**src/rtl/spi_word_pkg.sv**
```systemverilog
package spi_word_pkg;
  typedef enum logic [2:0] {
    PH_IDLE        = 3'd0,
    PH_SEL_SETUP   = 3'd1,
    PH_DRIVE_A     = 3'd2,
    PH_CLK_A       = 3'd3,
    PH_DRIVE_B     = 3'd4,
    PH_CLK_B       = 3'd5,
    PH_SEL_RELEASE = 3'd6,
    PH_GAP         = 3'd7
  } phase_t;
endpackage

```
**src/rtl/spi_tick_div.sv**
```systemverilog
module spi_tick_div #(
  parameter int DIV_EXP = 2
) (
  input  logic clk,
  input  logic rst,
  input  logic restart_i,
  output logic tick_o
);
  localparam int CW = DIV_EXP + 1;

  logic [CW-1:0] cnt_q;

  assign tick_o = cnt_q[DIV_EXP];

  always_ff @(posedge clk) begin
    if (rst || restart_i || tick_o) cnt_q <= '0;
    else                            cnt_q <= cnt_q + 1'b1;
  end

  // a tick never lasts two cycles, and a restart is never followed by a tick
  p_tick_single_r9: assert property (@(posedge clk) disable iff (rst)
    tick_o |=> !tick_o);
  p_restart_quiet_r9: assert property (@(posedge clk) disable iff (rst)
    restart_i |=> !tick_o);
endmodule

```
**src/rtl/spi_phase_fsm.sv**
```systemverilog
module spi_phase_fsm
  import spi_word_pkg::*;
#(
  parameter int WORD_W = 8
) (
  input  logic   clk,
  input  logic   rst,
  input  logic   go_i,
  input  logic   tick_i,
  output phase_t phase_o,
  output phase_t phase_next_o,
  output logic   launch_o,
  output logic   sample_o
);
  localparam int BW = $clog2(WORD_W + 1);

  phase_t        phase_q, phase_d;
  logic [BW-1:0] bits_q;

  assign launch_o     = (phase_q == PH_IDLE) && go_i;
  assign sample_o     = (phase_q == PH_CLK_A) && tick_i;
  assign phase_o      = phase_q;
  assign phase_next_o = phase_d;

  always_comb begin
    phase_d = phase_q;
    case (phase_q)
      PH_IDLE:        if (go_i)   phase_d = PH_SEL_SETUP;
      PH_SEL_SETUP:   if (tick_i) phase_d = PH_DRIVE_A;
      PH_DRIVE_A:     if (tick_i) phase_d = PH_CLK_A;
      PH_CLK_A:       if (tick_i) phase_d = PH_DRIVE_B;
      PH_DRIVE_B:     if (tick_i) phase_d = PH_CLK_B;
      PH_CLK_B:       if (tick_i) phase_d = (bits_q == BW'(WORD_W)) ? PH_SEL_RELEASE : PH_DRIVE_A;
      PH_SEL_RELEASE: if (tick_i) phase_d = PH_GAP;
      PH_GAP:         if (tick_i) phase_d = PH_IDLE;
      default:                    phase_d = PH_IDLE;
    endcase
  end

  always_ff @(posedge clk) begin
    if (rst) phase_q <= PH_IDLE;
    else     phase_q <= phase_d;
  end

  always_ff @(posedge clk) begin
    if (rst || phase_q == PH_IDLE) bits_q <= '0;
    else if (sample_o)             bits_q <= bits_q + 1'b1;
  end

  // accepted start enters set-up; count stays in range; phases wait for a tick
  p_launch_r2: assert property (@(posedge clk) disable iff (rst)
    launch_o |=> phase_q == PH_SEL_SETUP);
  p_bits_bound_r2: assert property (@(posedge clk) disable iff (rst)
    bits_q <= BW'(WORD_W));
  p_hold_no_tick_r9: assert property (@(posedge clk) disable iff (rst)
    (phase_q != PH_IDLE && !tick_i) |=> $stable(phase_q));
endmodule

```
**src/rtl/spi_shift_path.sv**
```systemverilog
module spi_shift_path
  import spi_word_pkg::*;
#(
  parameter int WORD_W = 8
) (
  input  logic              clk,
  input  logic              rst,
  input  phase_t            phase_i,
  input  phase_t            phase_next_i,
  input  logic              launch_i,
  input  logic              sample_i,
  input  logic [WORD_W-1:0] tx_word_i,
  input  logic              miso_i,
  output logic              mosi_o,
  output logic [WORD_W-1:0] rx_word_o
);
  logic [WORD_W-1:0] tx_q, rx_q;
  logic [WORD_W:0]   rx_cat;
  logic              mosi_q, enter_bit, in_bit;

  assign enter_bit = (phase_next_i == PH_DRIVE_A) && (phase_i != PH_DRIVE_A);
  assign in_bit    = phase_next_i inside {PH_DRIVE_A, PH_CLK_A, PH_DRIVE_B, PH_CLK_B};
  assign rx_cat    = {rx_q, miso_i};
  assign mosi_o    = mosi_q;
  assign rx_word_o = rx_q;

  always_ff @(posedge clk) begin
    if (rst) begin
      tx_q   <= '0;
      mosi_q <= 1'b0;
    end else begin
      if (launch_i)       tx_q <= tx_word_i;
      else if (enter_bit) tx_q <= tx_q << 1;
      if (enter_bit)      mosi_q <= tx_q[WORD_W-1];
      else if (!in_bit)   mosi_q <= 1'b0;
    end
  end

  always_ff @(posedge clk) begin
    if (rst)           rx_q <= '0;
    else if (sample_i) rx_q <= rx_cat[WORD_W-1:0];
  end

  // MOSI quiet outside bit phases and steady within a bit
  p_mosi_quiet_r4: assert property (@(posedge clk) disable iff (rst)
    (phase_i inside {PH_IDLE, PH_SEL_SETUP, PH_SEL_RELEASE, PH_GAP}) |-> !mosi_q);
  p_mosi_steady_r4: assert property (@(posedge clk) disable iff (rst)
    (phase_i inside {PH_CLK_A, PH_DRIVE_B, PH_CLK_B}) |-> $stable(mosi_q));
  // received word is held while idle
  p_rx_hold_r6: assert property (@(posedge clk) disable iff (rst)
    (phase_i == PH_IDLE) |=> $stable(rx_q));
endmodule

```
**src/rtl/spi_word_master.sv**
```systemverilog
module spi_word_master
  import spi_word_pkg::*;
#(
  parameter int WORD_W  = 8,
  parameter int DIV_EXP = 2
) (
  input  logic              clk,
  input  logic              rst,
  input  logic              go_i,
  input  logic              sel_en_i,
  input  logic              pol_i,
  input  logic [WORD_W-1:0] tx_word_i,
  output logic [WORD_W-1:0] rx_word_o,
  output logic              ready_o,
  output logic              spi_sel_n_o,
  output logic              spi_sck_o,
  output logic              spi_mosi_o,
  input  logic              spi_miso_i
);
  phase_t phase, phase_next;
  logic   tick, launch, sample;
  logic   ready_q, sel_n_q, sck_q;

  spi_tick_div #(.DIV_EXP(DIV_EXP)) u_div (
    .clk(clk), .rst(rst), .restart_i(launch), .tick_o(tick)
  );

  spi_phase_fsm #(.WORD_W(WORD_W)) u_fsm (
    .clk(clk), .rst(rst), .go_i(go_i), .tick_i(tick),
    .phase_o(phase), .phase_next_o(phase_next),
    .launch_o(launch), .sample_o(sample)
  );

  spi_shift_path #(.WORD_W(WORD_W)) u_path (
    .clk(clk), .rst(rst), .phase_i(phase), .phase_next_i(phase_next),
    .launch_i(launch), .sample_i(sample), .tx_word_i(tx_word_i),
    .miso_i(spi_miso_i), .mosi_o(spi_mosi_o), .rx_word_o(rx_word_o)
  );

  always_ff @(posedge clk) begin
    if (rst) begin
      ready_q <= 1'b1;
      sel_n_q <= 1'b1;
      sck_q   <= !pol_i;
    end else begin
      ready_q <= (phase_next == PH_IDLE);
      sck_q   <= (phase_next inside {PH_CLK_A, PH_DRIVE_B}) ? pol_i : !pol_i;
      if (phase_next inside {PH_IDLE, PH_GAP}) sel_n_q <= 1'b1;
      else if (launch)                         sel_n_q <= !sel_en_i;
    end
  end

  assign ready_o     = ready_q;
  assign spi_sel_n_o = sel_n_q;
  assign spi_sck_o   = sck_q;

  // select released whenever idle or in the gap
  p_sel_off_idle_r3: assert property (@(posedge clk) disable iff (rst)
    ready_o |-> spi_sel_n_o);
  p_sel_off_gap_r3: assert property (@(posedge clk) disable iff (rst)
    (phase == PH_GAP) |-> spi_sel_n_o);
  // SCK rests at the inverse of the polarity input while idle
  p_sck_idle_r5: assert property (@(posedge clk) disable iff (rst)
    (ready_o && $stable(pol_i)) |-> (spi_sck_o == !pol_i));
endmodule

```
**config.mk**
```make
export PLATFORM = sky130hd
export DESIGN_NAME = spi_word_master
export DESIGN_NICKNAME = d
export VERILOG_FILES = /design/src/rtl/spi_word_pkg.sv /design/src/rtl/spi_tick_div.sv /design/src/rtl/spi_phase_fsm.sv /design/src/rtl/spi_shift_path.sv /design/src/rtl/spi_word_master.sv
export SDC_FILE = /design/constraint.sdc
export NUM_CORES = 1
export LEC_CHECK = 0
export ABC_CLOCK_PERIOD_IN_PS = 1800
export BUFFER_PORTS_ARGS = -buffer_cell sky130_fd_sc_hd__buf_4
export CAP_MARGIN = 10
export CELL_PAD_IN_SITES_DETAIL_PLACEMENT = 1
export CELL_PAD_IN_SITES_GLOBAL_PLACEMENT = 2
export CORE_MARGIN = 2
export CORE_UTILIZATION = 29
export DETAILED_ROUTE_END_ITERATION = 6
export PLACE_DENSITY = 0.73
export SYNTH_ARGS = -nofsm -noshare
export SYNTH_HDL_FRONTEND = slang
export SYNTH_SLANG_ARGS = --single-unit
```
**constraint.sdc**
```tcl
create_clock -name clk -period 1.8 [get_ports clk]
set_input_delay 0.54 -clock clk [delete_from_list [all_inputs] [get_ports clk]]
set_output_delay 0.54 -clock clk [all_outputs]
set_load 0.03 [all_outputs]
```
# [After elaboration in Yosys (flattened, before gate mapping)]
# Index checks and enable logic that the tools add are counted.
[classes] n_addsub=2 n_mul=0 bitwise=0 n_reduce_logical=15 n_mux=16 shift=0 div=0 n_eq_ne=15 n_lt_le_gt_ge=0
[ops] cell="$mux 3" n=9
[ops] cell="$pmux 3 s8" n=1
[ops] cell="$eq 3x3->1 const B" n=7
[ops] cell="$mux 8" n=2
[ops] cell="$eq 3x2->1 const B" n=4
[ops] cell="$logic_not 3->1" n=2
[ops] cell="$reduce_bool 2->1" n=3
[ops] cell="$add 4x1->4 const B" n=1
[ops] cell="$eq 4x4->1 const B" n=1
[ops] cell="$mux 1" n=4
[ops] cell="$reduce_bool 4->1" n=1
[ops] cell="$add 3x1->3 const B" n=1
[ops] cell="$eq 3x1->1 const B" n=1
[ops] cell="$logic_and 1x1->1" n=3
[ops] cell="$logic_or 1x1->1" n=3
[ops] cell="$ne 3x2->1 const B" n=1
[ops] cell="$logic_not 1->1" n=2
[ops] cell="$ne 2x1->1 const B" n=1
[ops] cell="$reduce_or 2->1" n=1
[word_totals] out_inout_bits=12 ram_bits=0 latch_bits=0 word_cells=57 register_bits=30 mem_bits_ro=0 n_memories=0

# [Depth between registers and ports, before layout]
# Gate-level depths: netlist of the first run.
[logic_depth] ltp_word=8 mapped_depth=8 ltp_nobuf=6

# [Cells and area by module]
# From an unflattened synthesis of the first run, not the netlist that was laid out.
[unflattened] hier_cells=139 hier_area_um2=1331.3
[by_module_without_submodules] module="spi_shift_path" area_per_inst_um2=739.5 cells_each=79 seq_area_each_um2=340.3 n_inst=1
[by_module_without_submodules] module="spi_phase_fsm" area_per_inst_um2=377.9 cells_each=41 seq_area_each_um2=140.1 n_inst=1
[by_module_without_submodules] module="spi_word_master" area_per_inst_um2=117.6 cells_each=12 seq_area_each_um2=60.1 n_inst=1
[by_module_without_submodules] module="spi_tick_div" area_per_inst_um2=96.3 cells_each=7 seq_area_each_um2=60.1 n_inst=1

# [Worst setup path after synthesis of the first run]
# Ideal clock, no wire load.
[synth_timing] path_kind="flip-flop to flip-flop" startpoint="register u_fsm.bits_q[0]" endpoint="register u_path.tx_q[1]" t_arrival_ns=1.630 slack_ns=0.067 setup_ns=0.103 path_stages_with_launch=8 path_cell_list="dfxtp_1 inv_1 ha_1 and4b_1 or3_1 buf_2 buf_6 a2111oi_2"
[synth_via] elab_chain_len=7
[synth_rtl] item="start: declaration" line_no="spi_phase_fsm.sv:18" text="logic [BW-1:0] bits_q;"
[synth_rtl] item="start signal: assignment" line_no="spi_phase_fsm.sv:47" text="else if (sample_o) bits_q <= bits_q + 1'b1;"
[synth_rtl] item="$eq 4x4->1" line_no="spi_phase_fsm.sv:33" text="PH_CLK_B: if (tick_i) phase_d = (bits_q == BW'(WORD_W)) ? PH_SEL_RELEASE : PH_DRIVE_A;"
[synth_rtl] item="$mux 3 (2 in a row)" line_no="spi_phase_fsm.sv:33"
[synth_rtl] item="$pmux 3 s8" line_no="spi_phase_fsm.sv:27" text="case (phase_q)"
[synth_rtl] item="$eq 3x2->1" line_no="spi_shift_path.sv:21" text="assign enter_bit = (phase_next_i == PH_DRIVE_A) && (phase_i != PH_DRIVE_A);"
[synth_rtl] item="$logic_and 1x1->1" line_no="spi_shift_path.sv:21"
[synth_rtl] item="$reduce_bool 2->1 (no source line)"
[synth_rtl] item="end signal: assignment" line_no="spi_shift_path.sv:32" text="if (launch_i) tx_q <= tx_word_i;"
[synth_rtl] item="end signal: assignment" line_no="spi_shift_path.sv:33" text="else if (enter_bit) tx_q <= tx_q << 1;"
[synth_rtl] item="end: declaration" line_no="spi_shift_path.sv:17" text="logic [WORD_W-1:0] tx_q, rx_q;"
# Every way passes these cells.
# A chain may end at the register's enable or synchronous reset.

# [Worst setup path after layout of the first run]
[layout_timing] startpoint="register u_fsm.bits_q[0]" endpoint="register u_path.tx_q[4]"
# The elaborated chain is that of the path after synthesis.

==> metrics, run 1 <==
outcome=finished, final reports clean; critical path class=flop to flop; FFs w/ async S/R, synth=0%; leak pwr=0.7288 nW; via count=1,164; # diodes=0; clock root buffer=clkbuf_8; Internal=1.169 mW; I/O pins=26; Flop pwr share=46.8%; Post-synth EDFFs=0; row cnt=24; relative max-transition margin=67.07%; worst path arrival time=1.87 ns; Synthesis Warnings=0; die width=72.64 µm; sequential share of the synthesized area=43.96%; Port Buffer Count=25; Seq cells post-synth=30; # Post-CTS Setup Buffers=0; CP Launch Type=flop; Cells after Synth=156; CTS tree=built; FILL cells=545; vias in the first global route=1,140; starting DRC count in detailed routing=36; worst hold slack=0.4356 ns; switching part of the total=22.15%; detailed placer's ending HPWL=2.431 mm; met1 Resource Use GR=16.01%; Pre-Repair DR Iteration Count=3; Setup Viol. Count Final=0; Crit. End Element=flop; GP Congestion=0.7426; Chip Height=72.64 µm; largest net degree at the start of global routing=16; Required @ worst endpoint=1.97 ns; # clock sinks=30; Top FF cell, synth=dfxtp_1; Power Density=837.8 nW/µm²; Initial Util=30.74%; die area=5277 µm²; Post-Syn Area=1366 µm²; antenna violations before repair=0; combinational power share=9.8%; part of the power in the clock network=43.4%; Tcrit/Tclk final=94.40%; syn nets=173; slew at the pin closest to its max-slew limit=0.4932 ns; Slew Viols, Final=0; Mapped Avg Cell Area=8.758 µm²; Area Overhead vs Synth=31.14%; DR vias/cell=4.830; CTS H-tree lvls=2; GR Overflow Total=0; CORE AREA=4444 µm²; Clock Latency Late Sink=0.27 ns; cts bufs inserted=5; post-layout min period=1.699 ns; gr usage total=13.15%; Synth cell types=32; GR peak layer=met2; residual DRC count=0; met2 global-route usage=22.02%; DR WL/cell=13.24 µm; sw power=0.3324 mW; post-cts resize count=0; final hold vios=0; Clock Pin Slew Worst Setup and Hold Paths=0.07 ns; CTS Hold Bufs=0; met3 usage in global routing=3.315%; Pwr Total=1.501 mW; Util after Layout=40.32%; layout cells sized above 1=30.69%; final net count=205; max frequency=588.5 MHz; first-pass GRT wire length=5.333 mm; worst vdd ir=0.3204 mV; drt total wl=3.192 mm; Crit Path Max Fanout=15; worst min-delay path class=flop to flop; Post-Route Skew=0.004992 ns; max-cap viol count=0; clk buf depth=2; Final ANT Viol Nets=0
[worst max-delay path, cell delays in order (launching register included)]
cell       delay (ns)
dfxtp_1          0.33
inv_1            0.05
ha_1             0.19
and4b_1          0.22
or3_4            0.34
buf_12           0.16
a2111oi_2        0.30
[synthesized netlist by cell type, types with 3 or more instances]
master     count  area, µm²
a2111oi_2      7      105.1
xor2_1         3      26.28
dfxtp_1       30      600.6
mux2i_1        3      30.03
clkbuf_1       4      15.01
a21oi_1       13      65.06
nand2_1       25      93.84
ha_1           3      37.54
o21ai_0        3      15.01
buf_2          5      25.02
nor2_1        29      108.9
xnor2_1        3      26.28
nor3_1         3      15.01
[worst paths after layout]
kind,startpoint,to,slack [ns],cells past startpoint
worst min register to register,u_div.cnt_q[0]$_SDFF_PP0_,u_div.cnt_q[0]$_SDFF_PP0_,0.44,1
worst max register to register,u_fsm.bits_q[0]$_SDFFE_PP0P_,u_path.tx_q[4]$_SDFFE_PP0P_,0.10,6
worst min-delay path,u_div.cnt_q[0]$_SDFF_PP0_,u_div.cnt_q[0]$_SDFF_PP0_,0.44,1
worst max-delay path,u_fsm.bits_q[0]$_SDFFE_PP0P_,u_path.tx_q[4]$_SDFFE_PP0P_,0.10,6
[metrics by stage]
stage | setup TNS (ns) | setup slack, ns | std cells | instance area [µm²]
2_1_floorplan | 0 | 0.06673 | 156 | 1366
3_5_place_dp | 0 | 0.03234 | 233 | 1652
6_report | 0 | 0.1009 | 241 | 1792
4_1_cts | 0 | 0.01698 | 241 | 1760
3_3_place_gp | 0 | 0.08788 | 233 | 1652
5_1_grt | -0.002369 | -0.002369 | 241 | 1792
[power by group through the flow]
stage	registers (mW)	logic (mW)	clock network, mW
3_5_place_dp	0.718	0.142	0
4_1_cts	0.703	0.143	0.677
3_3_place_gp	0.717	0.137	0
5_1_grt	0.706	0.162	0.709
6_report	0.703	0.146	0.652
2_1_floorplan	0.721	0.0842	0
[logic make-up (layout without fill, tap and decap cells)]
kind of cell	count (synthesis)	after routing	synth area share, %
buffers and inverters	14	47	5.402
muxes	4	4	3.022
and+or+nand+nor	73	73	25.64
xor gates and xnor gates	6	6	3.847
adders and majority gates	3	3	2.748
DFF	30	30	43.96
AOI/OAI and AO/OA	26	26	15.38
[per-layer routing]
metal  share of wire, %  vias to the layer above  wire, µm
met5                  0                        -         0
met4                1.1                        0        34
met3                3.1                        5       100
met2                 51                       13      1616
met1                 45                      557      1441
li1                   -                      589         -
[cell type report]
type	instances	area (µm²)	share of cell area (%)
multi-input cells	112	721.9	40.29
flip-flops and latches	30	601.8	33.59
repair buffers	36	282.8	15.78
clock buffers	5	68.82	3.841
well taps	52	65.06	3.631
clock inverters	3	40.04	2.235
inverters	3	11.26	0.6285
[state kept, by name (all words and copies together) (netlist names)]
register	cells
u_path.rx_word_o	8
u_path.tx_q	8
u_fsm.bits_q	4
u_div.cnt_q	3
u_fsm.phase_o	3
ready_o	1
spi_sck_o	1
spi_sel_n_o	1
u_path.mosi_o	1
[cell usage in the layout, fill, tap and decap left out, drive strengths merged]
cell | synthesis | final
nand2 | 25 | 25
or2 | 2 | 2
mux2 | 1 | 1
and3b | 1 | 1
or3 | 1 | 1
xor2 | 3 | 3
or4 | 1 | 1
and4b | 2 | 2
nand4 | 1 | 1
xnor2 | 3 | 3
nor2b | 2 | 2
nor2 | 29 | 29
a21oi | 13 | 13
bufinv | 0 | 1
a2111oi | 7 | 7
inv | 3 | 3
nand4b | 1 | 1
mux2i | 3 | 3
nor4 | 3 | 3
dfxtp | 30 | 30
clkinv | 0 | 2
and2 | 2 | 2
clkbuf | 4 | 5
o22a | 1 | 1
a2111o | 1 | 1
buf | 7 | 36
nor3 | 3 | 3
o21ai | 4 | 4
ha | 3 | 3
Power figures use the tool's default switching activity.
==> inputs of run 2 (changes only) <==
ABC_CLOCK_PERIOD_IN_PS = 1770   (was 1800)
CORE_UTILIZATION = 32   (was 29)
PLACE_DENSITY = 0.76   (was 0.73)
clock period = 1.77 ns   (was 1.8 ns; I/O delays follow)
==> run 2 against run 1 <==
  * Largest cell class unchanged
  * Clock skew down 0.0027 ns
  * Sequential cell count unchanged
  * Final area unchanged
  * Cell count down 0.41%
  * Clock power down 14%
  * Setup slack worse by 0.015 ns
==> metrics, run 2 (synthesis gave the netlist of run 1 again) <==
outcome=finished, final reports clean; antenna violations before repair=0; most common cell after layout, fill and taps aside=buf_4; Chip Height=69.35 µm; max-cap viol count=0; Area Overhead vs Synth=31.14%; Post-Route Skew=0.002243 ns; Slew Viols, Final=0; post-layout min period=1.684 ns; # clock sinks=30; Setup Viol. Count Final=0; max frequency=593.9 MHz; Clock Pin Slew Worst Setup and Hold Paths=0.06 ns; RSZ-0062 raised after global routing=no; die width=69.35 µm; worst vdd ir=0.4585 mV; max layer used=met4; Port Buffer Count=25; critical path class=flop to flop; detailed placer's ending HPWL=2.432 mm; combinational power share=10.5%; starting DRC count in detailed routing=27; clk buf depth=2; Reg2Reg Setup Slack=0.09 ns; final hold vios=0; Pre-Repair DR Iteration Count=4; part of the power in the clock network=39.3%; FILL cells=483; Flop pwr share=50.1%; Crit. End Element=flop; GP Congestion=0.8278; Total Neg Setup Slack=0 ns; drt total wl=3.283 mm; most frequent cells in the layout=buf_4 (36), nor2_1 (29), dfxtp_1 (29); Pwr Total=1.431 mW; Internal=1.090 mW; clock root buffer=clkbuf_8; FF/Latch Area=601.8 µm²; largest net degree at the start of global routing=20; final net count=206; CORE AREA=4058 µm²; DR vias/cell=4.888; sw power=0.3414 mW; cts bufs inserted=5; row cnt=23; GR Overflow Total=0; multi-input gate area in the final layout=734.5 µm²; die area=4809 µm²; layout cells sized above 1=30.53%; # Post-CTS Setup Buffers=0; Post-Route M1 WL=1.447 mm; Power Density=798.7 nW/µm²; Initial Util=33.67%; relative max-transition margin=66.39%; via count=1,173; residual DRC count=0; Tcrit/Tclk final=95.13%; switching part of the total=23.86%; gr usage total=14.49%; Crit Path Max Fanout=15; Required @ worst endpoint=1.95 ns; CP Launch Type=flop; Final ANT Viol Nets=0; DR WL/cell=13.68 µm; CTS H-tree lvls=2; leak pwr=0.7258 nW; met2 routed WL=1.647 mm; slew at the pin closest to its max-slew limit=0.5034 ns; I/O pins=26; worst path arrival time=1.86 ns; CTS tree=built; worst min-delay path class=input port to flop; vias in the first global route=1,194; first-pass GRT wire length=5.589 mm; routed wl met3=138 µm; # diodes=0; Clock Latency Late Sink=0.28 ns
==> run 2: changes by cell type in the layout (fill, tap and decap cells not counted), sizes merged <==
cell    change
buf         +1
bufinv      -1
clkinv      -1
clkbuf      +2
==> run 2: area by class of cell <==
cell class,instances,area share [%]
tap,50,3.492
timing repair buffer,37,16.20
inverter,3,0.6285
sequential,30,33.59
multi-input combinational,112,40.99
clock inverter,1,0.2793
clock buffer,7,4.818
==> run 2: power by group through the flow <==
stage | clock (mW) | combinational, mW | sequential, mW
floorplan | 0 | 0.0856 | 0.733
global placement | 0 | 0.136 | 0.731
detailed placement | 0 | 0.142 | 0.733
CTS | 0.584 | 0.142 | 0.718
global route | 0.617 | 0.166 | 0.721
finish | 0.563 | 0.151 | 0.718
==> run 2: path summary, 6_finish.rpt <==
kind | depth (start not counted) | start | end
max | 6 | u_fsm.bits_q[1]$_SDFFE_PP0P_ | u_path.tx_q[6]$_SDFFE_PP0P_
min | 2 | pol_i | spi_sck_o$_DFF_P_
max reg2reg | 6 | u_fsm.bits_q[1]$_SDFFE_PP0P_ | u_path.tx_q[6]$_SDFFE_PP0P_
min reg2reg | 1 | u_div.cnt_q[0]$_SDFF_PP0_ | u_div.cnt_q[0]$_SDFF_PP0_
==> run 2: stage by stage <==
stage	utilization [%]	cells	hold WS [ns]	area, µm²	worst slack (ns)
after CTS	42.77	240	0.4251	1735	0.003678
after floorplan	-	156	0.4072	1366	0.03673
after global routing	44.16	240	0.4357	1792	0.006509
after global placement	40.52	232	0.4172	1644	0.06690
final	44.16	240	0.4337	1792	0.08621
after detailed placement	40.52	232	0.4275	1644	0.01654
==> run 2: per-layer routing <==
metal  up-vias  global-route usage, %
li1        595                      -
met1       554                  16.64
met2        18                  24.89
met3         6                  4.942
met4         0                  5.229
met5         -                      0
==> run 2: worst max-delay path, stage by stage, from the launching register on <==
cell       delay, ns
dfxtp_1         0.33
inv_1           0.05
ha_1            0.18
and4b_1         0.22
or3_4           0.35
buf_12          0.16
a2111oi_2       0.29
==> run 2: timing repair <==
action | 4_1_cts | 5_1_grt
hold buffers | 0 | 0
resized for setup | 0 | 8
setup endpoints to repair | 0 | 6
==> inputs of run 3 (changes only) <==
ABC_AREA = 1   (was unset)
CORE_UTILIZATION = 30   (was 32)
==> run 3 against run 2 <==
  * Largest cell class unchanged
  * Register-to-register slack better by 0.14 ns
  * Power shrank 1.3%
  * Non-clock buffer count shrank 8
  * First-iteration DRC count grew 44%
  * Critical path type unchanged
==> metrics, run 3 <==
first-pass GRT wire length=5.437 mm; drt total wl=3.184 mm; via count=1,241; starting DRC count in detailed routing=39; die width=71.40 µm; layout cells sized above 1=26.15%; CORE AREA=4354 µm²; Pre-Repair DR Iteration Count=4; cts bufs inserted=5; Total Neg Setup Slack=0 ns; multi-input gate area in the final layout=659.4 µm²; Crit Path Max Fanout=10; Area Overhead vs Synth=25.16%; Cells after Synth=187; syn nets=204; Power Density=828.3 nW/µm²; CTS H-tree lvls=2; clock root buffer=clkbuf_8; Mapped Avg Cell Area=7.286 µm²; FF/Latch Area=600.6 µm²; Post-Route M1 WL=1.389 mm; post-layout min period=1.547 ns; residual DRC count=0; Post-Syn Area=1363 µm²; Final ANT Viol Nets=0; GR Overflow Total=0; most common cell after layout, fill and taps aside=nand2_1; commonest cells in the synthesized netlist=nand2_1 (47), dfxtp_1 (30), nor2_1 (25); Yosys top cell area share=44.08%; Clock Latency Late Sink=0.28 ns; # Post-CTS Setup Buffers=0; Reg2Reg Setup Slack=0.22 ns; most common cell in the netlist=nand2_1; Tcrit/Tclk final=87.40%; met2 routed WL=1.647 mm; worst min-delay path class=flop to flop; clk buf depth=2; leak pwr=0.7662 nW; Post-synth EDFFs=0; antenna violations before repair=0; final hold vios=0; Chip Height=71.40 µm; post-cts resize count=0; detailed placer's ending HPWL=2.469 mm; max layer used=met4; Crit. End Element=flop; Clock Pin Slew Worst Setup and Hold Paths=0.07 ns; Synthesis Warnings=0; Required @ worst endpoint=1.98 ns; CTS Hold Bufs=0; worst path arrival time=1.75 ns; final net count=234; gr usage total=13.61%; I/O pins=26; DR WL/cell=11.79 µm; max frequency=646.4 MHz; CP Launch Type=flop; Synth cell types=22; FFs w/ async S/R, synth=0%; Seq cells post-synth=30; leading area contributor after synthesis=dfxtp_1; max-cap viol count=0; Pwr Total=1.413 mW; Port Buffer Count=25; Post-Route Skew=0.007119 ns; routed wl met3=129 µm; Top FF cell, synth=dfxtp_1; RSZ-0062 raised after global routing=no; critical path class=flop to flop; Initial Util=31.29%; slew at the pin closest to its max-slew limit=0.3801 ns; largest net degree at the start of global routing=15; most frequent cells in the layout=nand2_1 (47), dfxtp_1 (30), buf_4 (29); row cnt=24; relative max-transition margin=74.46%; vias in the first global route=1,234; Slew Viols, Final=0; FILL cells=535; CTS tree=built; GP Congestion=0.7467; Synth area leaders=dfxtp_1 (44%), nand2_1 (13%), nor2_1 (6.9%); Setup Viol. Count Final=0; outcome=finished, final reports clean; worst vdd ir=0.4482 mV; # diodes=0; # clock sinks=30; DR vias/cell=4.596; die area=5097 µm²; sequential share of the synthesized area=44.08%
-- run 3: cell types whose count changed after synthesis, moves of 4 or more --
cell,delta
inv_2,+5
inv_1,+10
o21ai_0,+11
nand2_2,+4
nand3_1,+15
buf_2,-4
a2111oi_2,-7
nor2_1,-4
nand2_1,+22
-- run 3: path summary, 6_finish.rpt --
check	from	endpoint	depth (start not counted)
hold / removal	u_div.cnt_q[0]$_SDFF_PP0_	u_div.cnt_q[0]$_SDFF_PP0_	1
setup / recovery	u_fsm.bits_q[0]$_SDFFE_PP0P_	u_path.tx_q[1]$_SDFFE_PP0P_	9
hold reg to reg	u_div.cnt_q[0]$_SDFF_PP0_	u_div.cnt_q[0]$_SDFF_PP0_	1
setup reg to reg	u_fsm.bits_q[0]$_SDFFE_PP0P_	u_path.tx_q[1]$_SDFFE_PP0P_	9
-- run 3: cells by family (layout without fill, tap and decap cells) --
group,count (synthesis),in the layout,synth area share [%]
compound gates,29,29,11.66
fa+ha+maj,3,3,2.755
buf+inv,24,55,7.529
flops,30,30,44.08
simple gates,101,101,33.98
-- run 3: cell type report --
class                           instances  area share (%)
Sequential cell                        30           35.22
Multi-Input combinational cell        133           38.66
Timing Repair Buffer                   29           12.77
Inverter                               18           3.962
Tap cell                               52           3.815
Clock inverter                          2          0.7337
Clock buffer                            6           4.842
-- run 3: where the power goes --
part           switching, mW  internal [mW]
clock network          0.261          0.312
logic                 0.0808         0.0557
registers             0.0102          0.693
total                  0.352           1.06
-- run 3: routing by layer --
metal | vias up | GRT usage, %
li1 | 655 | -
met1 | 566 | 15.50
met2 | 18 | 23.77
met3 | 2 | 4.360
met4 | 0 | 5.031
met5 | - | 0
-- run 3: worst max-delay path: stages (launching register included) --
cell	delay, ns
dfxtp_1	0.34
inv_1	0.08
ha_1	0.20
nand3_1	0.12
nand3_2	0.15
nor2_4	0.15
nand2_4	0.12
nand2_4	0.12
nand2_1	0.07
a21oi_2	0.12
-- run 3: metrics by stage --
step | util, % | setup WS [ns] | instances | hold slack (ns) | cell area [µm²]
final | 39.17 | 0.2230 | 270 | 0.4257 | 1705
after global routing | 39.17 | 0.05243 | 270 | 0.4715 | 1705
after CTS | 39.17 | 0.1964 | 270 | 0.4278 | 1705
after detailed placement | 36.98 | 0.2035 | 262 | 0.4182 | 1610
after global placement | 36.98 | 0.2712 | 262 | 0.4062 | 1610
after floorplan | - | 0.4676 | 187 | 0.3992 | 1363
